`src/rtl/osd_rx_pkg.sv`:
```
`timescale 1ns/1ps
package osd_rx_pkg;
  localparam int BYTE_W  = 8;
  localparam int N_LANES = 3;
  localparam int LANE_SSB = 0;
  localparam int LANE_SCK = 1;
  localparam int LANE_SDA = 2;

  typedef enum logic [1:0] {
    I2C_IDLE,
    I2C_ADDR,
    I2C_DATA,
    I2C_SKIP
  } i2c_state_e;
endpackage

```
`src/rtl/osd_rx_sync.sv`:
```
`timescale 1ns/1ps
module osd_rx_sync #(
  parameter int LANES  = 3,
  parameter int STAGES = 2
) (
  input  logic             clk_i,
  input  logic             rst_ni,
  input  logic [LANES-1:0] raw_i,
  output logic [LANES-1:0] lvl_o,
  output logic [LANES-1:0] rise_o,
  output logic [LANES-1:0] fall_o
);
  logic [LANES-1:0] stg [STAGES];
  logic [LANES-1:0] prev_q;

  always_ff @(posedge clk_i or negedge rst_ni) begin
    if (!rst_ni) stg[0] <= '1;
    else         stg[0] <= raw_i;
  end

  for (genvar s = 1; s < STAGES; s++) begin : g_stage
    always_ff @(posedge clk_i or negedge rst_ni) begin
      if (!rst_ni) stg[s] <= '1;
      else         stg[s] <= stg[s-1];
    end
  end

  always_ff @(posedge clk_i or negedge rst_ni) begin
    if (!rst_ni) prev_q <= '1;
    else         prev_q <= stg[STAGES-1];
  end

  assign lvl_o  = stg[STAGES-1];
  assign rise_o = stg[STAGES-1] & ~prev_q;
  assign fall_o = ~stg[STAGES-1] & prev_q;
endmodule

```
`src/rtl/osd_rx_spi.sv`:
```
`timescale 1ns/1ps
module osd_rx_spi
  import osd_rx_pkg::*;
(
  input  logic              clk_i,
  input  logic              rst_ni,
  input  logic              en_i,
  input  logic              ssb_rise_i,
  input  logic              ssb_fall_i,
  input  logic              sck_rise_i,
  input  logic              sda_lvl_i,
  output logic              byte_valid_o,
  output logic [BYTE_W-1:0] byte_data_o,
  output logic              frame_start_o,
  output logic              frame_end_o
);
  localparam int CNT_W = $clog2(BYTE_W);

  logic              active_q;
  logic [CNT_W-1:0]  cnt_q;
  logic [BYTE_W-1:0] shift_q, data_q;
  logic              bv_q, fs_q, fe_q;
  logic [BYTE_W-1:0] shift_nx;

  assign shift_nx = {shift_q[BYTE_W-2:0], sda_lvl_i};

  always_ff @(posedge clk_i or negedge rst_ni) begin
    if (!rst_ni) begin
      active_q <= 1'b0; cnt_q <= '0; shift_q <= '0; data_q <= '0;
      bv_q <= 1'b0; fs_q <= 1'b0; fe_q <= 1'b0;
    end else if (!en_i) begin
      active_q <= 1'b0; cnt_q <= '0;
      bv_q <= 1'b0; fs_q <= 1'b0; fe_q <= 1'b0;
    end else begin
      bv_q <= 1'b0; fs_q <= 1'b0; fe_q <= 1'b0;
      if (ssb_fall_i) begin
        active_q <= 1'b1;
        cnt_q    <= '0;
        fs_q     <= 1'b1;
      end else if (ssb_rise_i) begin
        fe_q     <= active_q;
        active_q <= 1'b0;
        cnt_q    <= '0;
      end else if (active_q && sck_rise_i) begin
        shift_q <= shift_nx;
        if (cnt_q == CNT_W'(BYTE_W-1)) begin
          cnt_q  <= '0;
          data_q <= shift_nx;
          bv_q   <= 1'b1;
        end else begin
          cnt_q <= cnt_q + 1'b1;
        end
      end
    end
  end

  assign byte_valid_o  = bv_q;
  assign byte_data_o   = data_q;
  assign frame_start_o = fs_q;
  assign frame_end_o   = fe_q;

  assert_spi_byte_in_frame_R4: assert property (@(posedge clk_i) disable iff (!rst_ni)
    bv_q |-> $past(active_q));
  assert_spi_end_after_open_R2: assert property (@(posedge clk_i) disable iff (!rst_ni)
    fe_q |-> $past(active_q));
endmodule

```
`src/rtl/osd_rx_i2c.sv`:
```
`timescale 1ns/1ps
module osd_rx_i2c
  import osd_rx_pkg::*;
#(
  parameter logic [6:0] DEV_ADDR = 7'h3D
) (
  input  logic              clk_i,
  input  logic              rst_ni,
  input  logic              en_i,
  input  logic              scl_lvl_i,
  input  logic              scl_rise_i,
  input  logic              scl_fall_i,
  input  logic              sda_lvl_i,
  input  logic              sda_rise_i,
  input  logic              sda_fall_i,
  output logic              sda_oe_o,
  output logic              byte_valid_o,
  output logic [BYTE_W-1:0] byte_data_o,
  output logic              frame_start_o,
  output logic              frame_end_o
);
  localparam int CNT_W = $clog2(BYTE_W + 1);
  localparam logic [BYTE_W-1:0] ADDR_WR = {DEV_ADDR, 1'b0};

  i2c_state_e        state_q;
  logic [CNT_W-1:0]  cnt_q;
  logic [BYTE_W-1:0] shift_q, data_q;
  logic              arm_q, oe_q, bv_q, fs_q, fe_q;
  logic              start_c, stop_c;
  logic [BYTE_W-1:0] shift_nx;

  assign start_c  = scl_lvl_i & sda_fall_i;
  assign stop_c   = scl_lvl_i & sda_rise_i;
  assign shift_nx = {shift_q[BYTE_W-2:0], sda_lvl_i};

  always_ff @(posedge clk_i or negedge rst_ni) begin
    if (!rst_ni) begin
      state_q <= I2C_IDLE; cnt_q <= '0; shift_q <= '0; data_q <= '0;
      arm_q <= 1'b0; oe_q <= 1'b0; bv_q <= 1'b0; fs_q <= 1'b0; fe_q <= 1'b0;
    end else if (!en_i) begin
      state_q <= I2C_IDLE; cnt_q <= '0; arm_q <= 1'b0; oe_q <= 1'b0;
      bv_q <= 1'b0; fs_q <= 1'b0; fe_q <= 1'b0;
    end else begin
      bv_q <= 1'b0; fs_q <= 1'b0; fe_q <= 1'b0;
      if (start_c) begin
        fe_q    <= (state_q != I2C_IDLE);
        fs_q    <= 1'b1;
        state_q <= I2C_ADDR;
        cnt_q   <= '0;
        arm_q   <= 1'b0;
        oe_q    <= 1'b0;
      end else if (stop_c) begin
        fe_q    <= (state_q != I2C_IDLE);
        state_q <= I2C_IDLE;
        cnt_q   <= '0;
        arm_q   <= 1'b0;
        oe_q    <= 1'b0;
      end else begin
        if (scl_rise_i && state_q != I2C_IDLE) begin
          if (cnt_q == CNT_W'(BYTE_W)) begin
            cnt_q <= '0;   // acknowledge clock
          end else begin
            shift_q <= shift_nx;
            cnt_q   <= cnt_q + 1'b1;
            if (cnt_q == CNT_W'(BYTE_W-1)) begin
              unique case (state_q)
                I2C_ADDR: begin
                  if (shift_nx == ADDR_WR) begin
                    state_q <= I2C_DATA;
                    arm_q   <= 1'b1;
                  end else begin
                    state_q <= I2C_SKIP;
                  end
                end
                I2C_DATA: begin
                  data_q <= shift_nx;
                  bv_q   <= 1'b1;
                  arm_q  <= 1'b1;
                end
                default: ;
              endcase
            end
          end
        end
        if (scl_fall_i) begin
          oe_q  <= arm_q;   // drive through the ninth clock, release after it
          arm_q <= 1'b0;
        end
      end
    end
  end

  assign sda_oe_o      = oe_q;
  assign byte_valid_o  = bv_q;
  assign byte_data_o   = data_q;
  assign frame_start_o = fs_q;
  assign frame_end_o   = fe_q;

  assert_no_ack_when_skipping_R7: assert property (@(posedge clk_i) disable iff (!rst_ni)
    (state_q == I2C_SKIP) |-> !oe_q);
  assert_byte_from_data_phase_R6: assert property (@(posedge clk_i) disable iff (!rst_ni)
    bv_q |-> ($past(state_q) == I2C_DATA));
  assert_no_ack_when_idle_R5: assert property (@(posedge clk_i) disable iff (!rst_ni)
    (state_q == I2C_IDLE) |-> !oe_q);
endmodule

```
`src/rtl/osd_serial_rx.sv`:
```
`timescale 1ns/1ps
module osd_serial_rx
  import osd_rx_pkg::*;
#(
  parameter logic [6:0] DEV_ADDR    = 7'h3D,
  parameter int         SYNC_STAGES = 2
) (
  input  logic              clk_i,
  input  logic              rst_ni,
  input  logic              i2c_mode_i,
  input  logic              ssb_i,
  input  logic              sck_i,
  input  logic              sda_i,
  output logic              sda_oe_o,
  output logic              byte_valid_o,
  output logic [BYTE_W-1:0] byte_data_o,
  output logic              frame_start_o,
  output logic              frame_end_o
);
  logic [N_LANES-1:0] raw, lvl, rise, fall;
  logic              spi_bv, spi_fs, spi_fe;
  logic [BYTE_W-1:0] spi_data;
  logic              i2c_bv, i2c_fs, i2c_fe, i2c_oe;
  logic [BYTE_W-1:0] i2c_data;

  always_comb begin
    raw = '1;
    raw[LANE_SSB] = ssb_i;
    raw[LANE_SCK] = sck_i;
    raw[LANE_SDA] = sda_i;
  end

  osd_rx_sync #(.LANES(N_LANES), .STAGES(SYNC_STAGES)) u_sync (
    .clk_i, .rst_ni, .raw_i(raw), .lvl_o(lvl), .rise_o(rise), .fall_o(fall)
  );

  osd_rx_spi u_spi (
    .clk_i, .rst_ni,
    .en_i          (!i2c_mode_i),
    .ssb_rise_i    (rise[LANE_SSB]),
    .ssb_fall_i    (fall[LANE_SSB]),
    .sck_rise_i    (rise[LANE_SCK]),
    .sda_lvl_i     (lvl[LANE_SDA]),
    .byte_valid_o  (spi_bv),
    .byte_data_o   (spi_data),
    .frame_start_o (spi_fs),
    .frame_end_o   (spi_fe)
  );

  osd_rx_i2c #(.DEV_ADDR(DEV_ADDR)) u_i2c (
    .clk_i, .rst_ni,
    .en_i          (i2c_mode_i),
    .scl_lvl_i     (lvl[LANE_SCK]),
    .scl_rise_i    (rise[LANE_SCK]),
    .scl_fall_i    (fall[LANE_SCK]),
    .sda_lvl_i     (lvl[LANE_SDA]),
    .sda_rise_i    (rise[LANE_SDA]),
    .sda_fall_i    (fall[LANE_SDA]),
    .sda_oe_o      (i2c_oe),
    .byte_valid_o  (i2c_bv),
    .byte_data_o   (i2c_data),
    .frame_start_o (i2c_fs),
    .frame_end_o   (i2c_fe)
  );

  assign sda_oe_o      = i2c_mode_i & i2c_oe;
  assign byte_valid_o  = i2c_mode_i ? i2c_bv   : spi_bv;
  assign byte_data_o   = i2c_mode_i ? i2c_data : spi_data;
  assign frame_start_o = i2c_mode_i ? i2c_fs   : spi_fs;
  assign frame_end_o   = i2c_mode_i ? i2c_fe   : spi_fe;

  assert_byte_pulse_R10: assert property (@(posedge clk_i) disable iff (!rst_ni)
    byte_valid_o |=> !byte_valid_o);
  assert_start_pulse_R10: assert property (@(posedge clk_i) disable iff (!rst_ni)
    frame_start_o |=> !frame_start_o);
  assert_end_pulse_R10: assert property (@(posedge clk_i) disable iff (!rst_ni)
    frame_end_o |=> !frame_end_o);
endmodule

```
`config.mk`:
```
export PLATFORM = sky130hd
export DESIGN_NAME = osd_serial_rx
export DESIGN_NICKNAME = d
export VERILOG_FILES = /design/src/rtl/osd_rx_pkg.sv /design/src/rtl/osd_rx_sync.sv /design/src/rtl/osd_rx_spi.sv /design/src/rtl/osd_rx_i2c.sv /design/src/rtl/osd_serial_rx.sv
export SDC_FILE = /design/constraint.sdc
export NUM_CORES = 1
export LEC_CHECK = 0
export ABC_AREA = 1
export CELL_PAD_IN_SITES_DETAIL_PLACEMENT = 0
export CELL_PAD_IN_SITES_GLOBAL_PLACEMENT = 1
export CORE_MARGIN = 8
export CORE_UTILIZATION = 25
export CTS_CLUSTER_DIAMETER = 60
export DETAILED_ROUTE_END_ITERATION = 6
export PLACE_DENSITY = 0.48
export SETUP_SLACK_MARGIN = 0.02
export SYNTH_ARGS = -nofsm -noshare
export SYNTH_HDL_FRONTEND = slang
export SYNTH_SLANG_ARGS = --single-unit
```
`constraint.sdc`:
```
create_clock -name clk_i -period 1.4 [get_ports clk_i]
set_input_delay 0.21 -clock clk_i [delete_from_list [all_inputs] [get_ports clk_i]]
set_output_delay 0.21 -clock clk_i [all_outputs]
set_load 0.05 [all_outputs]
```
==> summary.txt, run 1 <==
Clock tree
  – CTS tree: done
  – H-tree Lvls: 3
  – CTS root buf: clkbuf_8
  – Num CTS Buffers: 9
  – Clk slew on worst S/H paths: approximately 70 ps
  – Worst-Skew Late Latency: between 300 and 400 ps
  – Clk buf depth: 2
  – Clock sink total: 57

Timing
  – Fmax achieved: around 670 MHz
  – Worst-margin pin slew: 318 ps
  – Max-slew violation count: 0
  – Tcrit/Tclk final: 1.06
  – RSZ-0062 raised after global routing: yes
  – Rel. slew slack: 0.788
  – Post-Route Setup TNS: -1610 ps
  – Hold Vio Cnt, Final: 0
  – PnR worst setup slack: -88.7 ps
  – Final setup fails: 32
  – Clock skew: between 9 and 10 ps
  – Minimum clock period: roughly 1500 ps

Hold path
  – Hold WC Path Type: in -> reg
  – HP Start: sda_i

Yosys
  – Synth warn: 0
  – Post-Syn Area: ~0.0026 sq mm
  – Mapped Cells: a little under 300
  – Syn avg cell area: ~8.9 sq um
  – Most numerous cell in the Yosys netlist: nand2_1
  – EDFF count, synth: 0
  – Sequential share of the synthesized area: 0.555
  – #FFs+latches synth: 57
  – Most instantiated cells after synthesis: 104 x nand2_1, 48 x dfrtp_1, 30 x inv_1, 26 x nand3_1
  – Top cell type's share of synthesized area: 0.464
  – Dominant cells by area after synthesis: dfrtp_1 46%, nand2_1 15%, dfstp_2 9.1%
  – Largest area contributor in the netlist: dfrtp_1
  – Post-synth top flop: dfrtp_1
  – Post-synth cell types: 25
  – Syn nets: a little over 300
  – Async SR Flop Fraction: 1.00

Pwr
  – VDD IR max: between 0.5 and 0.6 mV
  – PD cells: between 900 and 1000 mW/mm^2
  – Total power draw: 3810 uW
  – Leakage power: about 0.0018 uW

Critical path
  – Worst Setup SP: u_sync.lvl_o[0]
  – Reg2Reg Depth: 6
  – Worst r2r src: u_sync.lvl_o[0]
  – Buf+Inv Stages, Crit Path: 2
  – CP max stage delay: 540 ps
  – CP max-delay cell: dfstp_2
  – CP Max Fanout: 7
  – Required time worst endpoint: 1620 ps
  – Reg-to-reg critical path endpoint: u_spi.shift_q[2]
  – Top delay family on crit path: flip-flops
  – Crit start category: register
  – CP Capture Type: register
  – WP depth: 6
  – Worst Setup EP: u_spi.shift_q[2]
  – Reg2reg setup slack: -90 ps
  – CP arrival: ~1700 ps
  – Critical path cell sequence: inv_2, ha_4, nand2_4, nor2_4, buf_2, o21ai_0
  – Crit path kind: reg -> reg

Drt
  – Via count: between 2000 and 2500
  – DR iter-0 viols: roughly 60
  – Total wire length: 6150 um
  – Post-DR vias/cell: ~4.1
  – DRT antenna net count: 0
  – DRC violations left: 0
  – TritonRoute pass-1 iters: 4
  – Avg WL per Cell: 12.2 um

Cells and area
  – Fin area: between 0.003 and 0.004 sq mm
  – Layout cell share with drive strength beyond 1: 0.445
  – N_diodes: 0
  – Nets: ~380
  – Area Growth Syn to Fin: 49.7%

Global routing
  – Vias in the first global route: roughly 2100
  – Overflow after GRT: 0
  – GRT Util Overall: 0.0968
  – Initial antenna violation count: 0
  – Pin count of the biggest net entering global routing: between 50 and 60
  – First-pass GRT wire length: approximately 11000 um

Placed design
  – Port Buffers: 17
  – Area after DPL: around 0.0033 sq mm
  – Dpl ws: -181 ps
  – GPL Wtd Cong: around 0.75
  – Post-DP HPWL: between 4000 and 5000 um

Floorplanning
  – CORE AREA: about 0.01 sq mm
  – Rows: 37
  – Die Width: ~120 um
  – Initial Util: 0.254
  – Die H: between 100 and 150 um
  – IO Pins: 18
  – Area of the die: about 0.014 sq mm

Status
  – Outcome: finished with violations
  – Violated checks: negative setup slack

Flow run
  – Max-cap violations: 0
-- cell type report --
class	count	area [sq um]
Clock buffer	10	128
Clock inverter	6	58.8
Fill cell	1070	6310
Inverter	34	135
Multi-Input combinational cell	194	1220
Sequential cell	57	1440
Tap cell	136	170
Timing Repair Buffer	65	728
-- metal layers --
layer | wire (um) | global-route usage
met5 | 0 | 0
met4 | 67 | 0.0288
met3 | 207 | 0.0393
met2 | 2910 | 0.149
met1 | 2960 | 0.121
-- how the worst min path moves through the flow --
stage / endpoint / slack, ps / depth (start not counted)
2_1_floorplan: u_i2c.arm_q / -90 / 0
3_3_place_gp: u_spi.cnt_q[2] / 250 / 2
3_5_place_dp: u_spi.cnt_q[1] / 240 / 2
4_1_cts: u_sync.stg[5] / 260 / 1
5_1_grt: u_sync.stg[5] / 250 / 1
6_report: u_sync.stg[5] / 280 / 1
-- flip-flops by register name (all words and copies together), names as in the netlist, 2 cells and up --
name	cells
u_i2c.shift_q	7
u_spi.byte_data_o	8
u_sync.stg	3
u_sync.lvl_o	3
u_i2c.byte_data_o	8
u_i2c.state_q	2
u_spi.shift_q	7
u_sync.prev_q	3
u_i2c.cnt_q	4
u_spi.cnt_q	3
-- per-stage QoR --
step | hold slack, ps | std cells | util
after detailed placement | 243 | 467 | 0.320
after global placement | 246 | 467 | 0.320
after CTS | 262 | 498 | 0.370
final | 277 | 502 | 0.381
after floorplan | -85.6 | 292 | -
after global routing | 251 | 502 | 0.381
-- cells in the final DEF, fill, tap and decap left out, types with 3 or more instances in the layout --
master / synthesis / layout
nand3_1: 26 / 14
nand2_1: 104 / 76
ha_1: 9 / 6
nand2_4: 0 / 3
o21ai_0: 11 / 6
inv_1: 30 / 27
dfrtp_1: 48 / 47
nand2_8: 0 / 3
nor2_4: 3 / 5
clkbuf_8: 0 / 9
buf_12: 0 / 16
dfstp_2: 9 / 9
buf_4: 1 / 33
a21oi_1: 4 / 3
nor2_1: 8 / 8
buf_6: 2 / 9
clkinv_2: 0 / 4
clkdlybuf4s50_1: 0 / 3
o21ai_1: 4 / 7
nand2_2: 4 / 27
inv_2: 3 / 6
nand3_2: 0 / 11
o21ai_2: 11 / 13
-- where the power goes --
part / total (uW) / switching, uW / internal [uW]
logic: 469 / 262 / 207
registers: 1850 / 80.9 / 1770
clock network: 1490 / 682 / 812
total: 3810 / 1030 / 2790
-- cell families (layout without fill, tap and decap cells) --
| family | Yosys count | count (layout) | synth area share |
|---|---|---|---|
| AND/OR/NAND/NOR | 153 | 154 | 0.254 |
| buffers and inverters | 42 | 115 | 0.0705 |
| flip-flops | 57 | 57 | 0.555 |
| AO/OA/AOI/OAI | 30 | 30 | 0.0739 |
| adder cells (fa/ha/maj) | 9 | 9 | 0.0435 |
| XOR/XNOR | 1 | 1 | 0.00338 |
-- repair_timing --
action / 4_1_cts / 5_1_grt
endpoints found under the hold margin: 48 / 0
gates resized for setup: 52 / 25
pin swaps: 11 / 21
cloned: 1 / 1
setup endpoints to repair: 54 / 42
hold buffers: 1 / 0
setup buffers: 13 / 4
-- worst reg2reg max path, delay by kind of cell, from the launching register on --
kind,cells,cell delay (ps)
flops,1,540
simple gates,2,230
fa+ha+maj,1,270
compound gates,1,90
buf+inv,2,250
No activity file was read; power rests on OpenSTA's default activity.
==> run 2, diff against run 1 <==
==> constraint.sdc (replaced) <==
create_clock -name clk_i -period 1.4 [get_ports clk_i]
set_input_delay 0.42 -clock clk_i [delete_from_list [all_inputs] [get_ports clk_i]]
set_output_delay 0.42 -clock clk_i [all_outputs]
set_load 0.05 [all_outputs]
==> run 2 against run 1 <==
  * The run still ends with negative setup slack left
  * Count of clock-buffer cells in the layout unchanged
  * Worst hold slack got worse by 200 ps
  * Clock power decreased by 11%
  * Die area unchanged
  * Final cell count increased by 1.0%
  * First-iteration DRC count decreased by 24%
==> summary.txt, run 2 (synthesized netlist as in run 1, its figures left out) <==
Timing
  – Hold Vio Cnt, Final: 0 (unchanged)
  – Fmax achieved: 659 MHz (was 672 MHz)
  – PnR worst setup slack: -118 ps (was -88.7 ps)
  – Rel. slew slack: 0.700 (was 0.788)
  – Tcrit/Tclk final: 1.08 (was 1.06)
  – Hold Slack: 72.4 ps (was 277 ps)
  – Clock skew: 9.51 ps (was 9.12 ps)
  – Final setup fails: 30 (was 32)
  – RSZ-0062 raised after global routing: yes (unchanged)
  – Worst-margin pin slew: 450 ps (was 318 ps)
  – Minimum clock period: 1520 ps (was 1490 ps)
  – Max-slew violation count: 0 (unchanged)
  – Post-Route Setup TNS: -1670 ps (was -1610 ps)

Clock tree
  – CTS root buf: clkbuf_8 (unchanged)
  – H-tree Lvls: 3 (unchanged)
  – Worst-Skew Late Latency: 330 ps (was 340 ps)
  – Num CTS Buffers: 9 (unchanged)
  – Clk slew on worst S/H paths: 70 ps (about the same)
  – CTS tree: done (unchanged)
  – Clock sink total: 57 (unchanged)
  – Clk buf depth: 2 (unchanged)

Cells and area
  – Most common cell after layout, fill and taps aside: nand2_1 (unchanged)
  – Nets: 381 (was 376)
  – FILL cells: 1043 (was 1070)
  – N_diodes: 0 (unchanged)
  – Final core occ: 0.403 (was 0.381)
  – Area Growth Syn to Fin: 58.4% (was 49.7%)
  – Area of the multi-input gates: 0.00139 sq mm (was 0.00122 sq mm)
  – Commonest non-fill, non-tap cells in the layout: 55 x nand2_1, 47 x dfrtp_1, 40 x buf_4 (was 76 x nand2_1, 47 x dfrtp_1, 33 x buf_4)
  – Storage cell area: 0.00144 sq mm (unchanged)
  – Layout cell share with drive strength beyond 1: 0.507 (was 0.445)

Flow run
  – Max-cap violations: 0 (unchanged)

Critical path
  – Most Frequent Cell on Critical Path: buf_12
  – Crit start category: input port (was register)
  – CP arrival: 1100 ps (was 1710 ps)
  – CP Capture Type: output pin (was register)
  – Critical path cell sequence: buf_12, buf_12, buf_6, nand2_4, clkinvlp_4, buf_12 (was inv_2, ha_4, nand2_4, nor2_4, buf_2, o21ai_0)
  – Reg2Reg Depth: 8 (was 6)
  – Crit path kind: in -> out (was reg -> reg)
  – Required time worst endpoint: 980 ps (was 1620 ps)
  – Reg-to-reg critical path endpoint: u_spi.byte_data_o[2] (was u_spi.shift_q[2])
  – CP Max Fanout: 5 (was 7)
  – CP max stage delay: 150 ps (was 540 ps)
  – CP max-delay cell: buf_12 (was dfstp_2)
  – Reg2reg setup slack: -70 ps (was -90 ps)
  – Worst r2r src: u_sync.lvl_o[0] (unchanged)

Drt
  – Via count: 2086 (was 2038)
  – Total wire length: 6520 um (was 6150 um)
  – Post-DR vias/cell: 4.11 (was 4.06)
  – TritonRoute pass-1 iters: 4 (unchanged)
  – Avg WL per Cell: 12.9 um (was 12.2 um)
  – DR iter-0 viols: 45 (was 59)
  – DRT antenna net count: 0 (unchanged)
  – DRC violations left: 0 (unchanged)

Placed design
  – Dpl ws: -621 ps (was -181 ps)
  – GPL Wtd Cong: 0.766 (was 0.748)
  – Post-DP HPWL: 4150 um (was 4050 um)
  – Port Buffers: 17 (unchanged)

Floorplanning
  – Initial Util: 0.254 (unchanged)
  – Area of the die: 0.0139 sq mm (unchanged)
  – Rows: 37 (unchanged)
  – IO Pins: 18 (unchanged)
  – Die Width: 118 um (unchanged)
  – Die H: 118 um (unchanged)
  – CORE AREA: 0.0102 sq mm (unchanged)

Global routing
  – GRT Util Overall: 0.0974 (was 0.0968)
  – Grt met3 use: 0.0206 (was 0.0393)
  – Initial antenna violation count: 0 (unchanged)
  – GR Layer Usage met2: 0.143 (was 0.149)
  – M1 GR Usage: 0.135 (was 0.121)
  – First-pass GRT wire length: 10800 um (was 10900 um)
  – Vias in the first global route: 2101 (was 2149)
  – GR peak layer: met2 (unchanged)
  – Pin count of the biggest net entering global routing: 58 (unchanged)
  – Overflow after GRT: 0 (unchanged)

Pwr
  – PD cells: 891 mW/mm^2 (was 983 mW/mm^2)
  – Leakage power: 0.00197 uW (was 0.00182 uW)
  – VDD IR max: 0.535 mV (was 0.513 mV)

Status
  – Violated checks: negative setup slack (unchanged)
  – Outcome: finished with violations (unchanged)

Hold path
  – Hold WC Path Type: in -> async (was in -> reg)
==> run 2: worst max-delay path by stage <==
stage	start	end	slack (ps)	depth (start not counted)
after global placement	i2c_mode_i	byte_data_o[1]	-600	6
after CTS	i2c_mode_i	sda_oe_o	-110	6
after global routing	u_i2c.cnt_q[1]	u_i2c.byte_data_o[0]	-140	8
after detailed placement	i2c_mode_i	byte_data_o[1]	-620	6
final	i2c_mode_i	sda_oe_o	-120	6
after floorplan	u_sync.lvl_o[0]	u_spi.byte_data_o[6]	-70	8
==> run 2: timing repair <==
action | CTS | global route
gates resized for setup | 59 | 32
endpoints found under the setup margin | 56 | 55
hold buffers | 0 | 0
buffers inserted | 9 | 7
pin swaps | 5 | 18
gates cloned | 2 | 4
==> run 2: stage by stage <==
step | power, uW | instances | area [sq um]
3_3_place_gp | 2260 | 469 | 3430
4_1_cts | 3670 | 496 | 3890
5_1_grt | 3870 | 507 | 4100
3_5_place_dp | 2260 | 469 | 3430
2_1_floorplan | 2080 | 292 | 2810
6_report | 3660 | 507 | 4100
==> run 2: layout make-up <==
type / instances / area share
clock buffer: 10 / 0.0311
clock inverter: 6 / 0.00854
tap: 136 / 0.0415
timing repair buffer: 68 / 0.187
inverter: 34 / 0.0384
multi-input combinational: 195 / 0.339
sequential: 57 / 0.351
timing repair inverter: 1 / 0.00396
==> run 2: critical path: cells and delay by family <==
kind / cells / cell delay, ps
buf+inv: 5 / 610
simple gates: 1 / 50
==> run 2: power by group <==
part	switching (uW)	internal, uW	total (uW)
combinational	283	219	502
clock	687	629	1320
sequential	70.9	1770	1840
==> run 2: routing by layer <==
layer	vias up	part of all wire
met1	988	0.50
met2	29	0.46
li1	1063	-
met3	6	0.027
met5	-	0
met4	0	0.013
